**src/rtl/exc_pkg.sv**
```systemverilog
// Shared command encoding and vector addresses for the dispatch unit.
package exc_pkg;
    typedef enum logic [2:0] {
        CMD_NONE = 3'd0,
        CMD_SETI = 3'd1,
        CMD_CLRI = 3'd2,
        CMD_SWI  = 3'd3,
        CMD_RET  = 3'd4,
        CMD_SWR  = 3'd5,
        CMD_TWR  = 3'd6
    } exc_cmd_e;

    localparam logic [15:0] VEC_RESET = 16'h0000;
    localparam logic [15:0] VEC_NMI   = 16'h0002;
    localparam logic [15:0] VEC_IRQ   = 16'h0006;
    localparam logic [1:0]  SWI_NOP   = 2'd3;
endpackage

```
**src/rtl/exc_nmi_sense.sv**
```systemverilog
// Samples the NMI pin on the falling clock edge and reports a falling edge
// for one full cycle. Keeps an edge pending until the arbiter services it.
// Assumes nmi_n is stable around the falling clock edge.
module exc_nmi_sense (
    input  logic clk,
    input  logic rst_n,
    input  logic nmi_n,
    input  logic taken,
    output logic nmi_req
);
    logic smp_now, smp_prev, pend_q, edge_seen;

    // Falling-edge sampling: current and previous pin samples.
    always_ff @(negedge clk) begin
        if (!rst_n) begin
            smp_now  <= 1'b1;
            smp_prev <= 1'b1;
        end else begin
            smp_now  <= nmi_n;
            smp_prev <= smp_now;
        end
    end

    assign edge_seen = smp_prev & ~smp_now;

    // Pending latch: holds an edge until it is serviced.
    always_ff @(posedge clk) begin
        if (!rst_n) pend_q <= 1'b0;
        else        pend_q <= (pend_q | edge_seen) & ~taken;
    end

    assign nmi_req = edge_seen | pend_q;
endmodule

```
**src/rtl/exc_arbiter.sv**
```systemverilog
// Combinational boundary decision: applies the completing command to the
// flags, then chooses NMI, IRQ, command redirect or nothing, and forms the
// next exception state. Assumes cmd is meaningful only when go=1.
module exc_arbiter
    import exc_pkg::*;
#(
    parameter int ADDR_W = 16
) (
    input  logic              boot,
    input  logic              go,
    input  exc_cmd_e          cmd,
    input  logic [1:0]        swi_vec,
    input  logic [3:0]        wr_nib,
    input  logic [ADDR_W-1:0] ret_pc,
    input  logic              irq_n,
    input  logic              nmi_req,
    input  logic              cur_i,
    input  logic              cur_t,
    input  logic [1:0]        cur_esr,
    input  logic [ADDR_W-1:0] cur_epc,
    output logic              nmi_take,
    output logic              nxt_i,
    output logic              nxt_t,
    output logic [1:0]        nxt_esr,
    output logic [ADDR_W-1:0] nxt_epc,
    output logic              redirect,
    output logic [ADDR_W-1:0] redirect_addr
);
    logic              swi_ok, irq_take, hw;
    logic              i_eff, t_eff;
    logic [1:0]        esr_cmd;
    logic [ADDR_W-1:0] epc_cmd, swi_tgt, flow;

    assign swi_ok  = (cmd == CMD_SWI) && (swi_vec != SWI_NOP);
    assign swi_tgt = ADDR_W'(({1'b0, swi_vec} + 3'd1) << 1);

    // Flag values after the completing command, before any entry.
    always_comb begin
        i_eff = cur_i;
        t_eff = cur_t;
        unique case (cmd)
            CMD_SETI: i_eff = 1'b1;
            CMD_CLRI: i_eff = 1'b0;
            CMD_SWI:  i_eff = swi_ok ? 1'b1 : cur_i;
            CMD_RET:  {i_eff, t_eff} = cur_esr;
            CMD_SWR:  {i_eff, t_eff} = wr_nib[1:0];
            CMD_TWR:  t_eff = wr_nib[0];
            default:  ;
        endcase
    end

    // Saved state the command alone would leave, and where flow continues.
    always_comb begin
        esr_cmd = (cmd == CMD_SWR) ? wr_nib[3:2] : (swi_ok ? {cur_i, cur_t} : cur_esr);
        epc_cmd = swi_ok ? ret_pc : cur_epc;
        flow    = swi_ok ? swi_tgt : ((cmd == CMD_RET) ? cur_epc : ret_pc);
    end

    assign nmi_take = go & nmi_req;
    assign irq_take = go & ~irq_n & ~i_eff & ~nmi_take;
    assign hw       = nmi_take | irq_take;

    // Next state: hardware entry overrides the command's saved state.
    always_comb begin
        nxt_i   = hw ? 1'b1 : i_eff;
        nxt_t   = t_eff;
        nxt_esr = hw ? {i_eff, t_eff} : esr_cmd;
        nxt_epc = hw ? flow : epc_cmd;
    end

    // Redirect target, by priority.
    always_comb begin
        redirect = boot | hw | (go & (swi_ok | (cmd == CMD_RET)));
        if (boot)          redirect_addr = ADDR_W'(VEC_RESET);
        else if (nmi_take) redirect_addr = ADDR_W'(VEC_NMI);
        else if (irq_take) redirect_addr = ADDR_W'(VEC_IRQ);
        else if (swi_ok)   redirect_addr = swi_tgt;
        else               redirect_addr = cur_epc;
    end
endmodule

```
**src/rtl/exc_state.sv**
```systemverilog
// Architectural flag and exception registers. Loads the arbiter's next
// values only at a dispatch boundary; reset gives the boot state.
module exc_state #(
    parameter int ADDR_W = 16
) (
    input  logic              clk,
    input  logic              rst_n,
    input  logic              load,
    input  logic              nxt_i,
    input  logic              nxt_t,
    input  logic [1:0]        nxt_esr,
    input  logic [ADDR_W-1:0] nxt_epc,
    output logic              boot,
    output logic              cur_i,
    output logic              cur_t,
    output logic [1:0]        cur_esr,
    output logic [ADDR_W-1:0] cur_epc
);
    // Boot marker: one cycle of reset redirect after release.
    always_ff @(posedge clk) begin
        if (!rst_n) boot <= 1'b1;
        else        boot <= 1'b0;
    end

    // Flag and exception registers.
    always_ff @(posedge clk) begin
        if (!rst_n) begin
            cur_i   <= 1'b1;
            cur_t   <= 1'b0;
            cur_esr <= 2'b00;
            cur_epc <= '0;
        end else if (load) begin
            cur_i   <= nxt_i;
            cur_t   <= nxt_t;
            cur_esr <= nxt_esr;
            cur_epc <= nxt_epc;
        end
    end
endmodule

```
**src/rtl/exc_dispatch.sv**
```systemverilog
// Top of the interrupt dispatch unit: NMI sensing, boundary arbitration and
// exception state. Redirect is combinational in the boundary cycle; state
// updates on the next rising edge. Assumes DATA_W >= 4.
module exc_dispatch
    import exc_pkg::*;
#(
    parameter int ADDR_W = 16,
    parameter int DATA_W = 16
) (
    input  logic              clk,
    input  logic              rst_n,
    input  logic              irq_n,
    input  logic              nmi_n,
    input  logic              disp_rdy,
    input  logic [2:0]        cmd,
    input  logic [1:0]        swi_vec,
    input  logic [DATA_W-1:0] wr_data,
    input  logic [ADDR_W-1:0] ret_pc,
    output logic              redirect,
    output logic [ADDR_W-1:0] redirect_addr,
    output logic              wake,
    output logic              flag_i,
    output logic              flag_t,
    output logic [ADDR_W-1:0] epc,
    output logic [DATA_W-1:0] status_rd
);
    localparam int PAD_W = DATA_W - 4;

    logic              boot, go, nmi_req, nmi_take;
    logic              nxt_i, nxt_t;
    logic [1:0]        nxt_esr, cur_esr;
    logic [ADDR_W-1:0] nxt_epc;

    assign go = disp_rdy & ~boot;

    exc_nmi_sense u_nmi (
        .clk     (clk),
        .rst_n   (rst_n),
        .nmi_n   (nmi_n),
        .taken   (nmi_take),
        .nmi_req (nmi_req)
    );

    exc_arbiter #(.ADDR_W(ADDR_W)) u_arb (
        .boot          (boot),
        .go            (go),
        .cmd           (exc_cmd_e'(cmd)),
        .swi_vec       (swi_vec),
        .wr_nib        (wr_data[3:0]),
        .ret_pc        (ret_pc),
        .irq_n         (irq_n),
        .nmi_req       (nmi_req),
        .cur_i         (flag_i),
        .cur_t         (flag_t),
        .cur_esr       (cur_esr),
        .cur_epc       (epc),
        .nmi_take      (nmi_take),
        .nxt_i         (nxt_i),
        .nxt_t         (nxt_t),
        .nxt_esr       (nxt_esr),
        .nxt_epc       (nxt_epc),
        .redirect      (redirect),
        .redirect_addr (redirect_addr)
    );

    exc_state #(.ADDR_W(ADDR_W)) u_st (
        .clk     (clk),
        .rst_n   (rst_n),
        .load    (go),
        .nxt_i   (nxt_i),
        .nxt_t   (nxt_t),
        .nxt_esr (nxt_esr),
        .nxt_epc (nxt_epc),
        .boot    (boot),
        .cur_i   (flag_i),
        .cur_t   (flag_t),
        .cur_esr (cur_esr),
        .cur_epc (epc)
    );

    assign wake      = ~irq_n | nmi_req;
    assign status_rd = {{PAD_W{1'b0}}, cur_esr, flag_i, flag_t};
endmodule

```
**config.mk**
```make
export PLATFORM = sky130hd
export DESIGN_NAME = exc_dispatch
export DESIGN_NICKNAME = d
export VERILOG_FILES = /design/src/rtl/exc_pkg.sv /design/src/rtl/exc_nmi_sense.sv /design/src/rtl/exc_arbiter.sv /design/src/rtl/exc_state.sv /design/src/rtl/exc_dispatch.sv
export SDC_FILE = /design/constraint.sdc
export NUM_CORES = 1
export LEC_CHECK = 0
export ABC_CLOCK_PERIOD_IN_PS = 4900
export BUFFER_PORTS_ARGS = -buffer_cell sky130_fd_sc_hd__buf_2
export CORE_MARGIN = 5
export CORE_UTILIZATION = 34
export DETAILED_ROUTE_END_ITERATION = 12
export MAX_ROUTING_LAYER = met4
export PLACE_DENSITY = 0.76
export SLEW_MARGIN = 20
export SYNTH_ARGS = -nofsm -noshare
export SYNTH_HDL_FRONTEND = slang
export SYNTH_HIERARCHICAL = 1
export SYNTH_SLANG_ARGS = --single-unit
```
**constraint.sdc**
```tcl
create_clock -name clk -period 4.9 [get_ports clk]
set_input_delay 0.49 -clock clk [delete_from_list [all_inputs] [get_ports clk]]
set_output_delay 0.49 -clock clk [all_outputs]
set_load 0.005 [all_outputs]
```
==> run metrics, run 1 <==
Max-Cap Viols=0; wire per inst=~13 um; r2r endpoint=u_st/cur_epc[15]; Lkg Pwr=1.04 nW; R2R Setup Slk=0.31 ns; boundary pin count=94; HP Start=rst_n; Yosys cell types=41; port bufs=69; cell area after synthesis=0.00160 mm^2; Layout area overhead=32.9%; GRT overflow=0; pwr/cell area=218 mW/mm^2; sequential-to-total area share from yosys stat=30.0%; most frequent CP cell=buf_6; Worst Hold Path Cells=2; Post-Route WL=4190 um; most used flip-flop cell after synthesis=dfxtp_1; Fill cells=442; Worst EP arrival=4.36 ns; Sink Count=24; Slew Viols, Final=0; Final Skew=0.0633 ns; Iter 0 DRT Violations=60; relative slew slack=55.9%; Die W=78.6 um; GP Congestion=0.756; CP required=around 4.4 ns; worst reg-to-reg path cell count=10; CTS buffer count=3; Row Count=25; DPL Wire Length=3080 um; Nets=301; Place WS=0.177 ns; vias per cell=4.90; worst skew pair latency=0.32 ns; R2R Path Start=u_nmi/smp_prev; Worst Path Buf+Inv=2; total die area=0.00617 mm^2; Setup TNS=0 ns; first-pass GRT wire length=6600 um; CP Launch Type=flip-flop; post-route ant nets=0; status=finished, final reports clean; setup violators final=0; Slew @ Worst Pin=0.661 ns; Max clock buf depth=2; overall power=464 uW; Largest delay share family, worst path=simple AND/OR/NAND/NOR gates; setup ws final=0.0495 ns; CP Cell Sequence=nor2b_4 -> or2_1 -> nand2_2 -> o31a_1 -> o21ai_4 -> nor3_4 -> buf_6 -> and2_4 -> buf_6; Chip Height=78.6 um; number of global-route vias before repair=1,454; EDFF count, synth=0; largest net degree at the start of global routing=21; initial antenna violation count=0; Core Footprint=approximately 0.0046 mm^2; Post-route DRC=0; Worst-path clk slew=approximately 0.080 ns; Hold Crit Class=in2reg; Avg Cell Area, Syn=approximately 8.6 um^2; diode count=0; fraction of layout cells with a size suffix above 1=40.1%; unrepaired setup endpoints after global routing=true; Root Buffer=clkbuf_8; starting density of the core=34.5%; H-tree depth=1; type of the worst setup path=reg2out; Worst Hold Path EP=u_st/cur_i; largest stage delay on the critical path=0.29 ns; Slowest cell on crit path=dfxtp_1; Yosys warning count=6; Syn Inst Count=186; fraction of registers with async set/reset=0%; Pre-Repair DR Iteration Count=4; CP Capture Type=primary output; worst vdd ir=around 0.14 mV; Final Hold Fails=0; critical path peak fanout=7; flops & latches, synth=24; Final Hold Slack=~0.44 ns; DR vias=1,523; TritonCTS clock tree=yes; GRT Util Overall=between 10% and 20%
-- what timing repair did --
| item | CTS | global route |
|---|---|---|
| cloned | 1 | 0 |
| endpoints found under the hold margin | 0 | 0 |
| resized for setup | 18 | 11 |
| endpoints found under the setup margin | 14 | 29 |
| pin swaps | 2 | 2 |
| buffers inserted | 3 | 1 |
| hold buffers | 0 | 0 |
-- cells in the final DEF, fill, tap and decap left out, types with 4 or more instances in the layout --
cell type	synthesis	final
a22o_1	14	14
nand2_1	8	7
buf_4	14	6
and2_4	0	9
a21oi_1	4	4
buf_6	4	10
mux2i_1	22	21
buf_2	1	61
nand2b_1	7	7
nor2_1	21	21
and2_1	14	5
dfxtp_1	24	23
conb_1	1	12
o21ai_0	6	6
nor3_1	6	5
inv_1	7	8
-- synthesized netlist by cell type (all sizes together) (2+ instances only) --
library cell	count	share of area, %
dfxtp	24	30
mux2i	22	14
nor2	21	4.9
buf	19	9.7
and2	15	5.9
a22o	14	7.7
o21ai	9	3.8
nand2	8	1.9
nand2b	8	3.3
inv	7	1.6
nor3	6	1.9
a21oi	4	1.3
clkbuf	3	0.70
nor2b	3	1.6
o22ai	3	1.2
a2111oi	2	1.3
mux2	2	1.4
-- state kept, by name, summed over array words and instances (netlist names) --
| name | count |
|---|---|
| u_st/cur_esr | 2 |
| u_st/cur_t | 1 |
| u_nmi/smp_now | 1 |
| u_nmi/smp_prev | 1 |
| u_st/cur_epc | 16 |
| u_nmi/pend_q | 1 |
| u_st/cur_i | 1 |
| u_st/boot | 1 |
-- worst reg2reg max path, stage by stage (launching register included) --
cell and delay [ns]:
dfxtp_1 0.29, nor2b_4 0.11, or2_1 0.22, nand2_2 0.08, o31a_1 0.22, o21ai_4 0.09, buf_4 0.18, mux2i_4 0.26
a22o_1 0.29, mux2i_1 0.15, nor2_1 0.06
-- worst max-delay path by stage --
stage | startpoint | endpoint | slack, ns | cells past startpoint
after floorplan | u_nmi/smp_prev | redirect_addr[10] | 0.35 | 8
final | u_nmi/smp_prev | redirect_addr[10] | 0.05 | 9
after global placement | u_nmi/smp_prev | u_st/cur_epc[12] | 0.01 | 9
after detailed placement | u_nmi/smp_prev | redirect_addr[3] | 0.18 | 10
after CTS | u_nmi/smp_now | redirect_addr[3] | 0.0008 | 9
after global routing | u_nmi/smp_prev | redirect_addr[6] | -0.06 | 9
-- final cells by class --
cell class / instances / area, um^2 / share of cell area (%)
multi-input cells: 144 / 1020 / 48.2
flip-flops and latches: 24 / 482 / 22.7
repair buffers: 77 / 463 / 21.8
well taps: 54 / 67.6 / 3.18
clock buffers: 3 / 41.3 / 1.94
clock inverters: 3 / 25.0 / 1.18
inverters: 6 / 22.5 / 1.06
-- metrics by stage --
step	std cells	cell area [um^2]	util [%]
4_1_cts	310	2070	44.7
3_5_place_dp	302	1920	41.5
3_3_place_gp	302	1920	41.4
2_1_floorplan	197	1640	-
5_1_grt	311	2120	45.9
6_report	311	2120	45.9
-- logic make-up (layout without fill, tap and decap cells) --
kind of cell    after synthesis  count (layout)  share of synthesized area (%)
compound gates               41              41                           19.8
fa+ha+maj                     1               1                          0.782
buf+inv                      29              89                           12.0
flops                        24              24                           30.0
mux                          24              24                           15.2
other cells                   1              12                          0.235
simple gates                 66              66                           21.9
-- report_power, final --
group          total (mW)  switching, mW  internal [mW]
Combinational       0.108         0.0546         0.0534
Sequential          0.208        0.00641          0.202
Clock               0.147         0.0630         0.0845
Total               0.464          0.124          0.340
-- layer usage --
layer	up-vias	GRT usage (%)	routed length (um)
met3	4	2.18	290
met5	-	-	0
met4	0	4.02	34
li1	769	-	-
met2	58	23.4	2020
met1	692	16.0	1840
Power figures use the tool's default switching activity.
==> run 2: changes to the inputs <==
- PLACE_DENSITY: 0.76 -> unset
- SETUP_SLACK_MARGIN: unset -> 0.1
==> run 2 against run 1 <==
  * Total power is 4.7% lower
  * Flip-flop and latch count stayed put
  * Utilization is 0.92 points lower
  * Clock power is 14% lower
  * Combinational power hardly changed
  * Cell area is 2.0% lower
  * Global-route usage is 0.25 points higher
  * Critical path depth stayed put
  * Non-clock buffer count stayed put
  * Sequential share of layout area is 0.46 points higher
  * Cell count stayed put
  * Die area stayed put
  * Highest routed layer unchanged
==> run metrics, run 2 (synthesis results as in run 1) <==
post-route ant nets=0 (unchanged); Hold Crit Class=in2reg; worst vdd ir=0.0755 mV (-47%); critical path peak fanout=7 (unchanged); highest metal used=met4; cts hold-fix bufs=0 (unchanged); Inst Count DP=301 (-0.33%); R2R Path Start=u_nmi/smp_prev; R2R Setup Slk=0.24 ns (-0.07 ns); Worst EP arrival=4.35 ns (about the same); r2r endpoint=u_st/cur_epc[3]; relative slew slack=43.3% (-13 points); total die area=0.00617 mm^2 (unchanged); Lkg Pwr=1.02 nW (-1.6%); initial antenna violation count=0 (unchanged); wl on met1=1840 um (-0.11%); unrepaired setup endpoints after global routing=true; CTS buffer count=3 (unchanged); Iter 0 DRT Violations=80 (+33%); Max-Cap Viols=0 (unchanged); Die W=78.6 um (unchanged); GP Congestion=0.792 (+4.8%); Root Buffer=clkbuf_8; vias per cell=4.96 (+1.3%); worst setup path end=redirect_addr[9]; fin area=0.00208 mm^2 (-2.0%); diode count=0 (unchanged); Gate power share=24.2% (+0.9 points); Layout area overhead=30.2%; Worst-path clk slew=0.08 ns (about the same); Nets=301 (unchanged); Place WS=0.293 ns (+0.116 ns); Sink Count=24 (unchanged); wire per inst=13.6 um (+0.88%); commonest cells after routing, fill and taps aside=63 x buf_2, 23 x dfxtp_1, 22 x mux2i_1; net load switching power=127 uW (+2.5%); met3 wire length=392 um (+35%); status=finished, final reports clean; register share of total power=47.1% (+2.2 points); placed cell area=0.00191 mm^2 (-0.59%); Int Pwr=315 uW (-7.3%); DPL Wire Length=3000 um (-2.8%); first-pass GRT wire length=6680 um (+1.2%); H-tree depth=1 (unchanged); type of the worst setup path=reg2out; Chip Height=78.6 um (unchanged); Row Count=25 (unchanged); Largest regs=u_st/cur_epc: 16 flops, u_st/cur_esr: 2 flops; Final Util=45.0% (-0.92 points); Pre-Repair DR Iteration Count=4 (unchanged); CP required=4.41 ns (about the same); Clk network pwr share=28.7% (-3.1 points); worst skew pair latency=0.33 ns (about the same); Final Skew=0.0712 ns (+0.00799 ns); Max clock buf depth=2 (unchanged); final std cells w/o fill=311 (unchanged); TritonCTS clock tree=yes; Slew Viols, Final=0 (unchanged); Slew @ Worst Pin=0.849 ns (+0.188 ns); Fill cells=488 (+10%); pwr/cell area=212 mW/mm^2 (-2.7%); setup violators final=0 (unchanged); GRT overflow=0 (unchanged); switching share of power=28.8% (+2.0 points); CP Capture Type=primary output; Post-Route WL=4220 um (+0.88%); Setup TNS=0 ns (unchanged); CP Launch Type=flip-flop; Worst Setup SP=u_nmi/smp_prev; Final Hold Fails=0 (unchanged); largest reg by FF count=u_st/cur_epc; setup ws final=0.0582 ns (+0.00870 ns); worst reg-to-reg path cell count=12 (+2); number of global-route vias before repair=1,471 (+1.2%); Core Footprint=0.00463 mm^2 (unchanged); met2 wire length=1970 um (-2.2%); starting density of the core=34.5% (unchanged); most common cell after layout, fill and taps aside=buf_2; port bufs=69 (unchanged); GRT Util Overall=13.8% (+0.25 points); Post-route DRC=0 (unchanged); largest net degree at the start of global routing=25 (+19%); DR vias=1,543 (+1.3%); fraction of layout cells with a size suffix above 1=38.1% (-1.9 points); max FFs per register=16 (unchanged); boundary pin count=94 (unchanged)
==> run 2: cell types whose count changed in the layout (fill, tap and decap cells not counted), sizes merged <==
cell and delta:
clkbuf +1, bufinv -1
==> run 2: power groups by stage <==
| stage | Clock (mW) | Sequential, mW | Combinational, mW |
|---|---|---|---|
| after detailed placement | 0.00383 | 0.212 | 0.0987 |
| final | 0.127 | 0.208 | 0.107 |
| after CTS | 0.131 | 0.208 | 0.105 |
| after floorplan | 0.00383 | 0.211 | 0.0728 |
| after global placement | 0.00383 | 0.212 | 0.0979 |
| after global routing | 0.140 | 0.209 | 0.119 |
==> run 2: worst min-delay path by stage <==
stage,startpoint,end,slack (ns),cells after the start
after global placement,u_nmi/smp_now,u_nmi/smp_prev,0.43,1
after global routing,rst_n,u_st/cur_i,0.44,2
final,rst_n,u_st/cur_i,0.44,2
after CTS,rst_n,u_st/cur_i,0.43,2
after detailed placement,u_nmi/smp_now,u_nmi/smp_prev,0.43,1
after floorplan,u_nmi/smp_now,u_nmi/smp_prev,0.41,1
==> run 2: metrics by stage <==
step / total power [mW] / hold WS, ns
CTS: 0.444 / 0.428
detailed placement: 0.314 / 0.427
global route: 0.469 / 0.442
global placement: 0.313 / 0.427
floorplan: 0.288 / 0.412
finish: 0.442 / 0.437
==> run 2: metal layers <==
layer / track usage [%] / vias to the layer above
li1: - / 774
met1: 16.3 / 701
met2: 23.4 / 66
met3: 3.44 / 2
met4: 3.15 / 0
met5: - / -
==> run 2: what timing repair did <==
item	CTS	global route
setup buffers	2	2
resized for setup	11	13
setup endpoints to repair	14	15
pin swaps	12	2
gates cloned	1	0
==> run 2: area by class of cell <==
class | count | area [um^2] | area share (%)
tap | 54 | 67.6 | 3.25
clock inverter | 2 | 7.51 | 0.361
timing repair buffer | 77 | 454 | 21.8
multi-input combinational | 144 | 1000 | 48.2
sequential | 24 | 482 | 23.1
inverter | 6 | 22.5 | 1.08
clock buffer | 4 | 45.0 | 2.16
==> run 2: worst max-delay path: stages (launching register included) <==
cell     delay (ns)
dfxtp_1        0.29
nor2b_4        0.12
or2_1          0.23
nand2_2        0.08
o31a_1         0.20
o21ai_4        0.08
nor3_4         0.18
buf_6          0.16
and2_4         0.15
buf_6          0.08
